**src/rtl/overlay_key_pkg.sv**
```systemverilog
package overlay_key_pkg;

    localparam int CTL_W      = 16;
    localparam int SEL_W      = 3;
    localparam int SEL_LSB    = 12;
    localparam int BIT_ENH    = 0;
    localparam int BIT_PKEY   = 11;
    localparam int BIT_CKEY   = 10;
    localparam int BIT_BBLANK = 5;
    localparam int BIT_BSOLID = 4;

    typedef enum logic [2:0] {
        DEC_LEGACY  = 3'd0,
        DEC_BRD_SEE = 3'd1,
        DEC_BRD_SOL = 3'd2,
        DEC_KEYED   = 3'd3,
        DEC_ZERO    = 3'd4
    } dec_class_t;

    typedef struct packed {
        logic             enh;
        logic [SEL_W-1:0] sel;
        logic             pkey;
        logic             ckey;
        logic             bsee;
        logic             bsol;
    } ctl_fields_t;

endpackage

```
**src/rtl/overlay_key_mode.sv**
```systemverilog
module overlay_key_mode
    import overlay_key_pkg::*;
(
    input  logic [CTL_W-1:0] base_ctl,
    input  logic [CTL_W-1:0] ext_ctl,
    input  logic             in_window,
    output ctl_fields_t      fields,
    output dec_class_t       dec
);

    always_comb begin
        fields.enh  = base_ctl[BIT_ENH];
        fields.sel  = ext_ctl[SEL_LSB +: SEL_W];
        fields.pkey = ext_ctl[BIT_PKEY];
        fields.ckey = ext_ctl[BIT_CKEY];
        fields.bsee = ext_ctl[BIT_BBLANK];
        fields.bsol = ext_ctl[BIT_BSOLID];
    end

    always_comb begin
        if (!fields.enh)
            dec = DEC_LEGACY;
        else if (!in_window && fields.bsee)
            dec = DEC_BRD_SEE;
        else if (!in_window && fields.bsol)
            dec = DEC_BRD_SOL;
        else if (fields.pkey || fields.ckey)
            dec = DEC_KEYED;
        else
            dec = DEC_ZERO;
    end

endmodule

```
**src/rtl/overlay_key_match.sv**
```systemverilog
module overlay_key_match
    import overlay_key_pkg::*;
#(
    parameter int PLANES = 5
) (
    input  logic [PLANES-1:0]      pix_idx,
    input  logic [(1<<PLANES)-1:0] key_flags,
    input  ctl_fields_t            fields,
    output logic                   key_hit,
    output logic                   is_zero
);

    localparam int SEL_SPAN = 1 << SEL_W;

    logic [SEL_SPAN-1:0] plane_vec;
    logic                plane_hit;
    logic                color_hit;

    for (genvar g = 0; g < SEL_SPAN; g++) begin : g_plane
        if (g < PLANES) begin : g_real
            assign plane_vec[g] = pix_idx[g];
        end else begin : g_absent
            assign plane_vec[g] = 1'b0;
        end
    end

    assign plane_hit = fields.pkey & plane_vec[fields.sel];
    assign color_hit = fields.ckey & key_flags[pix_idx];
    assign key_hit   = plane_hit | color_hit;
    assign is_zero   = (pix_idx == '0);

endmodule

```
**src/rtl/overlay_key.sv**
```systemverilog
module overlay_key
    import overlay_key_pkg::*;
#(
    parameter int PLANES = 5
) (
    input  logic                   clk,
    input  logic                   rst_n,
    input  logic [PLANES-1:0]      pix_idx,
    input  logic [(1<<PLANES)-1:0] key_flags,
    input  logic                   in_window,
    input  logic [CTL_W-1:0]       base_ctl,
    input  logic [CTL_W-1:0]       ext_ctl,
    output logic                   show_video
);

    ctl_fields_t fields;
    dec_class_t  dec;
    logic        key_hit;
    logic        is_zero;
    logic        see_next;

    overlay_key_mode u_mode (
        .base_ctl  (base_ctl),
        .ext_ctl   (ext_ctl),
        .in_window (in_window),
        .fields    (fields),
        .dec       (dec)
    );

    overlay_key_match #(.PLANES(PLANES)) u_match (
        .pix_idx   (pix_idx),
        .key_flags (key_flags),
        .fields    (fields),
        .key_hit   (key_hit),
        .is_zero   (is_zero)
    );

    always_comb begin
        unique case (dec)
            DEC_LEGACY:  see_next = is_zero;
            DEC_BRD_SEE: see_next = 1'b1;
            DEC_BRD_SOL: see_next = 1'b0;
            DEC_KEYED:   see_next = key_hit;
            DEC_ZERO:    see_next = is_zero;
            default:     see_next = 1'b0;
        endcase
    end

    always_ff @(posedge clk) begin
        if (!rst_n)
            show_video <= 1'b0;
        else
            show_video <= see_next;
    end

endmodule

```
**config.mk**
```make
export PLATFORM = sky130hd
export DESIGN_NAME = overlay_key
export DESIGN_NICKNAME = d
export VERILOG_FILES = /design/src/rtl/overlay_key_pkg.sv /design/src/rtl/overlay_key_mode.sv /design/src/rtl/overlay_key_match.sv /design/src/rtl/overlay_key.sv
export SDC_FILE = /design/constraint.sdc
export NUM_CORES = 1
export LEC_CHECK = 0
export ABC_AREA = 1
export BUFFER_PORTS_ARGS = -buffer_cell sky130_fd_sc_hd__buf_2
export CORE_MARGIN = 2
export CORE_UTILIZATION = 31
export DETAILED_ROUTE_END_ITERATION = 10
export GPL_TIMING_DRIVEN = 0
export PLACE_DENSITY = 0.85
export SYNTH_ARGS = -nofsm -noshare
export SYNTH_HDL_FRONTEND = slang
export SYNTH_SLANG_ARGS = --single-unit
```
**constraint.sdc**
```tcl
create_clock -name clk -period 1.9 [get_ports clk]
set_clock_uncertainty 0.2 [all_clocks]
set_input_delay 0.38 -clock clk [delete_from_list [all_inputs] [get_ports clk]]
set_output_delay 0.38 -clock clk [all_outputs]
set_load 0.02 [all_outputs]
```
==> Word-level counts from Yosys, hierarchy flattened <==
Index checks and enable logic that the tools add are counted.
{ "word_totals": {"wordCells": 25, "rom_bits": 0, "mem_count": 0, "reg_bits": 1, "ramBits": 0, "input_bits": 72, "latch_bits": 0, "output_inout_bits": 1} }
{ "classes": {"magnitude_cmp": 2, "n_shift": 0, "mux": 9, "multipliers": 0, "n_addsub": 0, "bitwise": 3, "n_reduce_logical": 7, "div_mod_pow": 0, "eq_ne": 3} }
{ "op_table": {"columns": ["cell", "count"], "rows": [
  ["$mux 3", 4],
  ["$lt 5x6->1 const B", 1],
  ["$bmux 1 s5", 1],
  ["$logic_not 5->1", 1],
  ["$lt 3x4->1 const B", 1],
  ["$bmux 1 s3", 1],
  ["$eq 3x1->1 const B", 1],
  ["$eq 3x2->1 const B", 1],
  ["$eq 3x3->1 const B", 1],
  ["$logic_not 3->1", 1],
  ["$pmux 1 s3", 1],
  ["$and 1x1->1", 2],
  ["$logic_and 1x1->1", 2],
  ["$mux 1", 2],
  ["$reduce_or 2->1", 1],
  ["$logic_not 1->1", 1],
  ["$logic_or 1x1->1", 1],
  ["$or 1x1->1", 1]
]} }

==> Logic depth before layout (Yosys ltp) <==
{ "logic_depth": {"ltp_word": 8, "mapped_depth": 12} }

==> By module <==
Synthesis repeated with hierarchy kept, for this count alone.
{ "unflattened": {"cells_unflattened": 118, "hier_area_um2": 640.6} }
{ "modules_own_cells": {"columns": ["module", "instances", "cells_each", "area_per_inst_um2"], "rows": [
  ["overlay_key_match", 1, 88, 446.7],
  ["overlay_key_mode", 1, 22, 145.1],
  ["overlay_key", 1, 8, 48.8]
]} }

==> Worst setup path after synthesis <==
OpenSTA, ideal clock, no wires.
{ "synth_path": {"path_kind": "input to register", "from": "in pix_idx[1]", "to": "reg show_video", "arrival_ns": 1.222, "path_slack_ns": 0.412, "setup_time_ns": 0.066, "n_path_buf": 1, "cell_stages": 11, "cell_sequence": "buf_4 inv_2 a21oi_1 o21ai_1 nand2_1 inv_1 o21ai_0 nand2_1 nand2_1 nand2_1 a21oi_2"} }
{ "synth_between": {"elab_chain_len": 5} }
{ "synth_rtl": {"columns": ["element", "line", "source"], "rows": [
  ["from (decl)", "overlay_key.sv:8", "input logic [PLANES-1:0] pix_idx,"],
  ["$bmux 1 s5 / $bmux 1 s3 (equally long branches)", "overlay_key_match.sv:28, overlay_key_match.sv:27", null],
  ["$mux 1 (on tied branches)", "overlay_key_match.sv:28, overlay_key_match.sv:27", null],
  ["$and 1x1->1 (on tied branches)", "overlay_key_match.sv:28, overlay_key_match.sv:27", null],
  ["$or 1x1->1", "overlay_key_match.sv:29", "assign key_hit = plane_hit | color_hit;"],
  ["$pmux 1 s3 *", "overlay_key.sv:39", "unique case (dec)"],
  ["to (signal assigned)", "overlay_key.sv:53", "show_video <= see_next;"],
  ["to (decl)", "overlay_key.sv:13", "output logic show_video"]
]} }
Every way passes the cells marked *; elsewhere a longest branch is shown, timed or not. The select of a mux whose other input is x is not followed.
A chain may end at the register's enable or synchronous reset.

==> Final worst setup path <==
{ "layout_path": {"from": "in pix_idx[0]", "to": "reg show_video"} }
Same word-level chain as after synthesis.

==> impl_metrics.py <==
metrics = {
    "drt": {
        "via_per_inst": 4.34,
        "ant_nets": 0,
        "avgRoutedWirePerCell_microns": 7.86,
        "drc_errors": 0,
        "routed_wl_microns": 1530,
        "drt_pass1_iterations": 4,
        "drtIter0Drc": 5,
        "vias": 842,
    },
    "grt": {
        "grtUsageTotal_pct": 15.2,
        "grt_pass1_vias": 665,
        "grt_overflow": 0,
        "grt_max_degree": 11,
        "grt_pass1_wl_microns": 2570,
        "antenna_found_initial": 0,
    },
    "final_layout": {
        "diodes": 0,
        "multiInputGateArea_sq_um": 412,
        "drive_gt1_share_pct": 34.3,
        "area_growth_pct": 47.2,
        "stdcell_count": 194,
        "finalNetCount": 243,
        "reg.largest.list": "show_video x1",
        "seq_area_sq_um": 20.0,
        "top_register": "show_video",
        "largest_reg_flops": 1,
        "layout.filler_cells": 215,
    },
    "critical_path": {
        "worst_setup_path_end_kind": "register",
        "required_ns": 1.63,
        "arrival_ns": 1.44,
        "cp-start-kind": "primary input",
        "critPathKind": "primary input to register",
        "crit_fanout": 10,
    },
    "synth": {
        "synth_top_family_by_area": "simple AND/OR/NAND/NOR gates",
        "ys.warnings.count": 0,
        "synth_area_per_cell_sq_um": 4.63,
        "synth_xor_area_share_pct": 0,
        "ys_ff_latch": 1,
        "syn_inst": 122,
        "muxShareOfSynthArea_pct": 0,
        "synth_compound_area_share_pct": 10.6,
        "synth_fa_ha_area_share_pct": 0,
        "synthSimpleGateAreaFrac_pct": 62.3,
        "synth.distinct_cells": 18,
        "syn_area_sq_um": 564,
        "syn-num-nets": 194,
        "ys_seq_area_share_pct": 3.55,
    },
    "timing": {
        "tightestPinTransition_ns": 0.260,
        "min_period_over_period_pct": 89.8,
        "worst_hold_slack_ns": 0.407,
        "fin_crit_ns": 1.71,
        "hold_violations": 0,
        "finalSetupViolations": 0,
        "fin_setup_tns_ns": 0,
        "layout_setup_ws_ns": 0.194,
        "drv_slew": 0,
        "relSlewSlack_pct": 82.5,
        "rsz0062_at_grt": "false",
        "fmax_mhz": 586,
    },
    "floorplan": {
        "die_area_sq_um": 2180,
        "core_sq_um": 1730,
        "core.rowCount": 15,
        "initial_core_util_pct": 32.7,
        "die-width_microns": 46.7,
        "pin_count": 73,
        "die_h_microns": 46.7,
    },
    "placed_design": {
        "gp_congestion": 0.818,
        "dp_hpwl_microns": 1290,
        "place_ws_ns": 0.205,
        "placedCellCount": 194,
        "portBuffers": 47,
    },
    "power_and_ir_drop": {
        "p_per_area_nw_per_um2": 213,
        "switchingPower_mw": 0.0774,
        "seq_power_share_pct": 12.9,
        "cellInternalPower_mw": 0.0995,
        "swShare_pct": 43.7,
        "ir_drop_mv": 0.0829,
        "p_leak_nw": 0.540,
        "clkPwrFrac_pct": 0,
        "pwr-share-comb_pct": 87.1,
    },
    "clocking": {
        "holdBufCountCts": 0,
        "post_cts_buffers": 0,
        "post_cts_resized": 0,
        "clkTransAtPathRegs_ns": 0,
    },
    "run_status": {
        "status": "finished clean",
    },
    "hold_path": {
        "hold_class": "primary input to register",
    },
    "flow_run": {
        "maxCapViolCount": 0,
    },
}
## through the flow
| stage | instance area, sq um | utilization (%) | power, mW |
|---|---|---|---|
| 3_5_place_dp | 831 | 48.1 | 0.177 |
| 3_3_place_gp | 831 | 48.1 | 0.176 |
| 5_1_grt | 831 | 48.1 | 0.201 |
| 4_1_cts | 831 | 48.1 | 0.178 |
| 2_1_floorplan | 564 | - | 0.113 |
| 6_report | 831 | 48.1 | 0.177 |
## area by class of cell
cell class                 count  share of cell area, %
multi-input combinational     94                   49.5
inverter                      23                   10.4
timing repair buffer          47                   28.3
sequential                     1                   2.41
buffer                         4                   5.57
tap                           25                   3.77
## cell families after synthesis
logic type,Yosys count
compound gates,11
flops,1
buf+inv,27
simple gates,83
## Yosys cell counts, drive strengths merged
cell type / count / area, sq um
nand4: 1 / 6.26
dfxtp: 1 / 20.0
a21oi: 6 / 33.8
a31oi: 1 / 6.26
nand3: 20 / 100
nor2: 10 / 37.5
nor4: 1 / 6.26
nand2: 50 / 195
or2: 1 / 6.26
inv: 23 / 86.3
o21ai: 4 / 20.0
buf: 4 / 46.3
## critical path, stage by stage
cell and delay, ns:
buf_2 0.11, buf_6 0.14, buf_12 0.14, nand2_2 0.05
nand3_1 0.07, a21oi_1 0.16, nor2_1 0.05, nand2_1 0.06
nand3_1 0.06, nand2_1 0.06, nand2_1 0.06, a21oi_2 0.10
## power groups by stage
| stage | clock (mW) | combinational [mW] | sequential (mW) |
|---|---|---|---|
| floorplan | 0 | 0.0884 | 0.0244 |
| global placement | 0 | 0.153 | 0.0228 |
| detailed placement | 0 | 0.154 | 0.0229 |
| CTS | 0 | 0.155 | 0.0229 |
| global route | 0 | 0.178 | 0.0229 |
| finish | 0 | 0.154 | 0.0228 |
## worst paths after layout
check | from | to | slack (ns) | cells past startpoint
max | pix_idx[0] | show_video$_SDFF_PN0_ | 0.19 | 12
min | rst_n | show_video$_SDFF_PN0_ | 0.41 | 3
## cell usage in the layout (no fill, tap or decap), types with 2 or more instances in the layout
cell,n
nor2_1,10
buf_4,2
a21oi_1,5
o21ai_0,3
inv_1,21
nand2_1,47
buf_2,47
nand3_1,20
inv_2,2
nand2_2,3
## routing by layer
layer,up-vias,share of wire (%),track usage [%]
li1,474,-,-
met1,343,46,20.2
met2,25,46,28.6
met3,0,7.5,0.392
met4,0,0,0
met5,-,0,0
Note: power is estimated with default switching activity, not from simulation.
